**src/rtl/rsc_osc_pkg.sv**
```systemverilog
package rsc_osc_pkg;

   // run phases of the oscillator controller
   typedef enum logic [1:0] {
      ST_IDLE = 2'd0,
      ST_RUN  = 2'd1,
      ST_DONE = 2'd2
   } rsc_state_e;

endpackage

```
**src/rtl/rsc_osc_lane.sv**
```systemverilog
// One output lane: y = sat( sat(rnd(x0*k0)) + sat(rnd(x1*k1)) )
module rsc_osc_lane #(
   parameter int W             = 20,
   parameter int F             = 16,
   parameter bit ROUND_NEAREST = 1'b1
) (
   input  logic signed [W-1:0] x0,
   input  logic signed [W-1:0] x1,
   input  logic signed [W-1:0] k0,
   input  logic signed [W-1:0] k1,
   output logic signed [W-1:0] y
);
   localparam int PW = 2 * W;
   localparam logic signed [PW-1:0] HALF = {{(PW-F){1'b0}}, 1'b1, {(F-1){1'b0}}};
   localparam logic signed [PW-1:0] MAXP = {{(W+1){1'b0}}, {(W-1){1'b1}}};
   localparam logic signed [PW-1:0] MINP = {{(W+1){1'b1}}, {(W-1){1'b0}}};
   localparam logic signed [W:0]    MAXS = {2'b00, {(W-1){1'b1}}};
   localparam logic signed [W:0]    MINS = {2'b11, {(W-1){1'b0}}};

   logic signed [PW-1:0] p0, p1, r0, r1;
   logic signed [W-1:0]  q0, q1;
   logic signed [W:0]    sum;

   assign p0 = x0 * k0;
   assign p1 = x1 * k1;

   // rounding variant chosen at elaboration
   if (ROUND_NEAREST) begin : g_round
      assign r0 = (p0 + HALF) >>> F;
      assign r1 = (p1 + HALF) >>> F;
   end else begin : g_trunc
      assign r0 = p0 >>> F;
      assign r1 = p1 >>> F;
   end

   function automatic logic signed [W-1:0] clamp_p(input logic signed [PW-1:0] v);
      if (v > MAXP)      clamp_p = MAXP[W-1:0];
      else if (v < MINP) clamp_p = MINP[W-1:0];
      else               clamp_p = v[W-1:0];
   endfunction

   assign q0  = clamp_p(r0);
   assign q1  = clamp_p(r1);
   assign sum = {q0[W-1], q0} + {q1[W-1], q1};

   always_comb begin
      if (sum > MAXS)      y = MAXS[W-1:0];
      else if (sum < MINS) y = MINS[W-1:0];
      else                 y = sum[W-1:0];
   end

   // two non-negative terms never clamp to a negative result
   always_comb begin
      if (!q0[W-1] && !q1[W-1])
         p_sat_sign_r4 : assert (!y[W-1]) else $error("lane sum wrapped negative");
   end
endmodule

```
**src/rtl/rsc_osc_ctrl.sv**
```systemverilog
module rsc_osc_ctrl
   import rsc_osc_pkg::*;
#(
   parameter int CNT_W = 8
) (
   input  logic             clk,
   input  logic             rst_n,
   input  logic             start,
   input  logic             enable,
   input  logic [CNT_W-1:0] num_steps,
   output logic             load,
   output logic             step_en,
   output logic             out_valid,
   output logic             done
);
   rsc_state_e       state_q;
   logic [CNT_W-1:0] cnt_q, steps_q, cnt_nxt;
   logic             vld_q;

   assign load    = start;
   assign step_en = (state_q == ST_RUN) && enable && !start;
   assign cnt_nxt = cnt_q + 1'b1;

   always_ff @(posedge clk) begin
      if (!rst_n) begin
         state_q <= ST_IDLE;
         cnt_q   <= '0;
         steps_q <= '0;
         vld_q   <= 1'b0;
      end else begin
         vld_q <= step_en;
         if (start) begin
            steps_q <= num_steps;
            cnt_q   <= '0;
            state_q <= (num_steps == '0) ? ST_DONE : ST_RUN;
         end else if (step_en) begin
            cnt_q <= cnt_nxt;
            if (cnt_nxt == steps_q) state_q <= ST_DONE;
         end
      end
   end

   assign out_valid = vld_q;
   assign done      = (state_q == ST_DONE);

   // counter never reaches the limit while still running
   p_cnt_bound_r7 : assert property (@(posedge clk) disable iff (!rst_n)
      (state_q == ST_RUN) |-> (cnt_q < steps_q));
   // done holds until a start arrives
   p_done_sticky_r7 : assert property (@(posedge clk) disable iff (!rst_n)
      (done && !start) |=> done);
   // no further pairs once finished
   p_quiet_after_done_r7 : assert property (@(posedge clk) disable iff (!rst_n)
      (done && !start) |=> !out_valid);
   // a valid pair needs an enabled cycle without start
   p_valid_cause_r6 : assert property (@(posedge clk) disable iff (!rst_n)
      out_valid |-> ($past(enable) && !$past(start)));
endmodule

```
**src/rtl/rsc_osc.sv**
```systemverilog
module rsc_osc #(
   parameter int INT_BITS      = 3,
   parameter int FRAC_BITS     = 16,
   parameter int CNT_W         = 8,
   parameter int COEF_RESET    = 58982,
   parameter bit ROUND_NEAREST = 1'b1
) (
   input  logic                                  clk,
   input  logic                                  rst_n,
   input  logic                                  start,
   input  logic                                  enable,
   input  logic signed [INT_BITS+FRAC_BITS:0]    init_s1,
   input  logic signed [INT_BITS+FRAC_BITS:0]    init_s2,
   input  logic signed [INT_BITS+FRAC_BITS:0]    coef_c,
   input  logic        [CNT_W-1:0]               num_steps,
   output logic signed [INT_BITS+FRAC_BITS:0]    s1_out,
   output logic signed [INT_BITS+FRAC_BITS:0]    s2_out,
   output logic                                  out_valid,
   output logic                                  done
);
   localparam int W = 1 + INT_BITS + FRAC_BITS;
   localparam logic signed [W:0]   ONE_X = {{(W-FRAC_BITS){1'b0}}, 1'b1, {FRAC_BITS{1'b0}}};
   localparam logic signed [W-1:0] ONE   = ONE_X[W-1:0];
   localparam logic signed [W:0]   MAXS  = {2'b00, {(W-1){1'b1}}};
   localparam logic signed [W:0]   MINS  = {2'b11, {(W-1){1'b0}}};
   localparam logic signed [W-1:0] C_RST = W'(COEF_RESET);

   // elaboration-time parameter checks
   if (INT_BITS < 2) begin : g_bad_int
      $error("INT_BITS must hold c+1");
   end
   if (FRAC_BITS < 2) begin : g_bad_frac
      $error("FRAC_BITS too small");
   end
   if (CNT_W < 1) begin : g_bad_cnt
      $error("CNT_W must be positive");
   end

   function automatic logic signed [W-1:0] clamp_w(input logic signed [W:0] v);
      if (v > MAXS)      clamp_w = MAXS[W-1:0];
      else if (v < MINS) clamp_w = MINS[W-1:0];
      else               clamp_w = v[W-1:0];
   endfunction

   logic signed [W-1:0] s1_q, s2_q, c_q, cp_q, cm_q;
   logic signed [W-1:0] nxt [2];
   logic                load, step_en;

   rsc_osc_ctrl #(.CNT_W(CNT_W)) u_ctrl (
      .clk       (clk),
      .rst_n     (rst_n),
      .start     (start),
      .enable    (enable),
      .num_steps (num_steps),
      .load      (load),
      .step_en   (step_en),
      .out_valid (out_valid),
      .done      (done)
   );

   // lane 0: s1*c + s2*(c+1); lane 1: s1*(c-1) + s2*c
   for (genvar i = 0; i < 2; i++) begin : g_lane
      rsc_osc_lane #(.W(W), .F(FRAC_BITS), .ROUND_NEAREST(ROUND_NEAREST)) u_lane (
         .x0 (s1_q),
         .x1 (s2_q),
         .k0 ((i == 0) ? c_q  : cm_q),
         .k1 ((i == 0) ? cp_q : c_q),
         .y  (nxt[i])
      );
   end

   always_ff @(posedge clk) begin
      if (!rst_n) begin
         s1_q <= '0;
         s2_q <= ONE;
         c_q  <= C_RST;
         cp_q <= clamp_w({C_RST[W-1], C_RST} + ONE_X);
         cm_q <= clamp_w({C_RST[W-1], C_RST} - ONE_X);
      end else if (load) begin
         s1_q <= init_s1;
         s2_q <= init_s2;
         c_q  <= coef_c;
         cp_q <= clamp_w({coef_c[W-1], coef_c} + ONE_X);
         cm_q <= clamp_w({coef_c[W-1], coef_c} - ONE_X);
      end else if (step_en) begin
         s1_q <= nxt[0];
         s2_q <= nxt[1];
      end
   end

   assign s1_out = s1_q;
   assign s2_out = s2_q;

   // a start pulse puts the loaded pair on the outputs
   p_load_pair_r5 : assert property (@(posedge clk) disable iff (!rst_n)
      start |=> ((s1_q == $past(init_s1)) && (s2_q == $past(init_s2))));
   // without a new pair and without a load, the pair holds
   p_hold_pair_r6 : assert property (@(posedge clk) disable iff (!rst_n)
      (!out_valid && !$past(start)) |-> ($stable(s1_q) && $stable(s2_q)));
endmodule

```
**config.mk**
```make
export PLATFORM = sky130hd
export DESIGN_NAME = rsc_osc
export DESIGN_NICKNAME = d
export VERILOG_FILES = /design/src/rtl/rsc_osc_pkg.sv /design/src/rtl/rsc_osc_lane.sv /design/src/rtl/rsc_osc_ctrl.sv /design/src/rtl/rsc_osc.sv
export SDC_FILE = /design/constraint.sdc
export NUM_CORES = 2
export LEC_CHECK = 0
export ABC_AREA = 1
export BUFFER_PORTS_ARGS = -buffer_cell sky130_fd_sc_hd__buf_2
export CAP_MARGIN = 20
export CORE_UTILIZATION = 55
export CTS_CLUSTER_SIZE = 30
export DETAILED_ROUTE_END_ITERATION = 16
export MAX_ROUTING_LAYER = met4
export PLACE_DENSITY = 0.75
export SYNTH_ARGS = -nofsm -noshare
export SYNTH_HDL_FRONTEND = slang
export SYNTH_HIERARCHICAL = 1
export SYNTH_SLANG_ARGS = --single-unit
export TNS_END_PERCENT = 20
```
**constraint.sdc**
```tcl
create_clock -name clk -period 9.2 [get_ports clk]
set_input_delay 0.92 -clock clk [delete_from_list [all_inputs] [get_ports clk]]
set_output_delay 0.92 -clock clk [all_outputs]
set_load 0.02 [all_outputs]
```
==> qor.yml <==
cts_sinks: 119
yosysWarnings: 6
grt_setup_unrepaired: "true"
synth_top_cell_by_area: "fa_1"
final.min_clock_period_ns: 8.977
grt_max_degree: 53
vias_per_cell: 5.213
min_from: "u_ctrl/state_q[0]$_SDFFE_PN0P_"
min_path_cells: 2
clk_path_buf_depth: 2
synth.area.mux_share_pct: 0
drive_gt1_share_pct: 11.76
io_buffers: 113
crit_arrival_ns: 9.32
max_cap_viol_count: 0
ctsHoldBuffers: 0
route.met3.wl_um: 20680
core_um2: 130000
reg2regPathDepth: 38
cp_common_cell: "nand2_1"
avgSynthCellArea_um2: 7.454
yosys.area_share.simple_pct: 18.58
finalSetupTns_ns: 0
root_buffer: "clkbuf_16"
hold_path.class: "flop to flop"
htree_levels: 4
synth.distinct_cells: 53
dr_wl_met2_um: 103300
reg2reg_slack_ns: 0.22
area_growth_pct: 12.30
clock_skew_ns: 0.01347
required_ns: 9.55
highest_layer: "met4"
vias: 61896
status: "complete, no violations"
crit-reg2reg-launch: "s2_out[8]$_SDFFE_PN0P_"
place_inst: 11792
slew_headroom_pct: 39.71
ys.flop_type: "dfxtp_1"
worst-setup-path-type: "flop to flop"
insertion_delay_ns: 0.46
fp-row-count: 132
syn_nets: 11908
synth-seq-cells: 119
synthArstFlopShare_pct: 0
path_clk_slew_ns: 0.07
die_w_um: 364.6
grt_pass1_wl_um: 347900
timing.rr.end: "s2_out[6]$_SDFFE_PN0P_"
io_pins: 114
first_pass_iters: 6
cpPeakStageDelay_ns: 0.56
slowest_stage: "fa_1"
drt-total-wl_um: 219100
crit_path_end_kind: "flop"
die_height_um: 364.6
startpoint_type: "flop"
synth_adder_area_share_pct: 54.40
grt_pass1_vias: 65789
layout.nets: 12314
syn-cell-area_um2: 72310
synth_xor_area_share_pct: 1.966
synth_edf_count: 0
gp_congestion: 1.002
antenna_found_initial: 14
finish.instance_area_um2: 81210
ant_nets: 0
synth_top_family_by_area: "adder cells"
syn_inst: 9701
synth-compound-area-share_pct: 3.798
floorplan.initialDensity_pct: 55.63
worstMarginPinSlew_ns: 0.9034
drv_slew: 0
final_hold_viol_count: 0
die-area_um2: 132900
worstPathMaxFanout: 17
dp.final_hpwl_um: 183100
cts_tree: "built"
grt_overflow: 0
wl_per_cell_um: 18.45
synthTopCellsByArea: "fa_1, inv_1, nand2_1"
wl_met1_um: 86120
drtIter0Drc: 5271
drc_errors: 0
max_freq_ghz: 0.1114
track_usage_pct: 34.71
setup_viol: 0
ys_seq_area_share_pct: 3.294
fin_crit_sh_pct: 97.57
final_cells: 11874
nFillCells: 11366
hold_end: "u_ctrl/state_q[0]$_SDFFE_PN0P_"
place_area_um2: 78960
synth.top_cell.area_share_pct: 46.56
numCtsBuffers: 17
==> cell usage in the layout (no fill, tap or decap), types with 45 or more instances in the layout <==
cell / netlist / layout
xnor2_1: 62 / 60
dfxtp_1: 119 / 65
buf_12: 2 / 74
ha_1: 453 / 416
nand2_2: 46 / 72
nor2_1: 341 / 291
inv_1: 3039 / 3024
buf_4: 8 / 532
o21ai_0: 128 / 105
nor2_2: 25 / 67
a21oi_1: 238 / 199
nand2_1: 2684 / 2654
buf_2: 21 / 112
nand3_1: 152 / 148
fa_1: 1682 / 1664
o21ai_1: 28 / 45
xor2_1: 89 / 85
==> worst max-delay path by stage <==
stage | start | endpoint | slack (ns) | cells after the start
finish | s2_out[8]$_SDFFE_PN0P_ | s2_out[6]$_SDFFE_PN0P_ | 0.22 | 38
global placement | s2_out[9]$_SDFFE_PN0P_ | s1_out[3]$_SDFFE_PN0P_ | -0.16 | 47
CTS | s2_out[19]$_SDFFE_PN0P_ | s2_out[8]$_SDFFE_PN0P_ | 0.006 | 43
global route | s2_out[19]$_SDFFE_PN0P_ | s2_out[11]$_SDFFE_PN0P_ | -0.11 | 45
floorplan | s1_out[19]$_SDFFE_PN0P_ | s1_out[18]$_SDFFE_PN0P_ | 0.40 | 39
detailed placement | cp_q[11]$_SDFFE_PN0P_ | s1_out[3]$_SDFFE_PN0P_ | -0.29 | 42
==> cells by family (layout without fill, tap and decap cells) <==
| kind of cell | count (synthesis) | in the layout |
|---|---|---|
| AOI/OAI and AO/OA | 498 | 498 |
| xor gates and xnor gates | 156 | 156 |
| adders and majority gates | 2135 | 2135 |
| buffers and inverters | 3417 | 3832 |
| DFF | 119 | 119 |
| other | 0 | 12 |
| and+or+nand+nor | 3376 | 3380 |
==> worst max-delay path: cells and delay by family, from the launching register on <==
kind,cells,cell delay [ns]
AOI/OAI and AO/OA,4,0.87
xor gates and xnor gates,1,0.30
adders and majority gates,9,4.23
buffers and inverters,8,0.99
DFF,1,0.47
and+or+nand+nor,16,1.99
==> synth_stat cells (2+ instances only) <==
master / instances
xor2_1: 89
nand3_2: 10
o21ai_0: 128
nand2_2: 46
nor2_4: 4
inv_2: 7
clkbuf_1: 318
nor4_1: 9
nor2_2: 25
nand3b_1: 7
a221oi_1: 2
a21o_1: 12
nand2_1: 2684
dfxtp_1: 119
ha_1: 453
nand2_4: 6
clkbuf_2: 2
a211oi_1: 4
or2_2: 17
fa_1: 1682
a21boi_0: 3
o21a_1: 11
xnor2_1: 62
inv_1: 3039
o21ai_1: 28
buf_6: 9
nand4_1: 37
nor3_2: 3
o21bai_1: 34
and2_1: 2
a21oi_2: 2
buf_2: 21
nand3_1: 152
o31ai_1: 2
a21oi_1: 238
buf_4: 8
nor3_1: 29
xor2_2: 2
nor2_1: 341
and3_1: 3
buf_12: 2
a31oi_1: 11
buf_1: 10
o211ai_1: 19
==> flip-flops by register name, summed over array words and instances, names as in the netlist, 2 cells and up <==
signal / count
s2_out: 20
u_ctrl/steps_q: 8
u_ctrl/cnt_q: 8
s1_out: 20
c_q: 20
cp_q: 20
u_ctrl/state_q: 2
cm_q: 20
==> layout make-up <==
type,instances,area [um2],share of cell area (%)
Multi-Input combinational cell,6169,57930,71.33
Inverter,3047,11440,14.09
Timing Repair Buffer,752,6511,8.018
Sequential cell,119,2510,3.091
Tap cell,1742,2180,2.684
Clock buffer,20,456.7,0.5624
Clock inverter,12,142.6,0.1756
Antenna cell,12,30.03,0.03698
Timing Repair inverter,1,7.507,0.009244
==> stage by stage <==
stage / util, % / hold slack [ns] / worst slack [ns]
floorplan: - / 0.4417 / 0.3951
global placement: 60.74 / 0.4828 / -0.1649
detailed placement: 60.74 / 0.5022 / -0.2875
CTS: 61.25 / 0.5115 / 0.006483
global route: 62.48 / 0.5519 / -0.1060
finish: 62.48 / 0.5132 / 0.2235
==> layer usage <==
metal / track usage, % / vias to the layer above
li1: - / 27928
met2: 56.10 / 2824
met5: - / -
met1: 44.11 / 30551
met3: 5.917 / 593
met4: 12.16 / 0
==> repair_timing <==
| item | 4_1_cts | 5_1_grt |
|---|---|---|
| resized for setup | 14 | 337 |
| setup buffers | 0 | 28 |
| cloned | 0 | 10 |
| setup endpoints to repair | 28 | 40 |
| pin swaps | 0 | 52 |
Power is not shown: default switching activity piles up to over one toggle a cycle in this logic, so the estimate is an artifact.
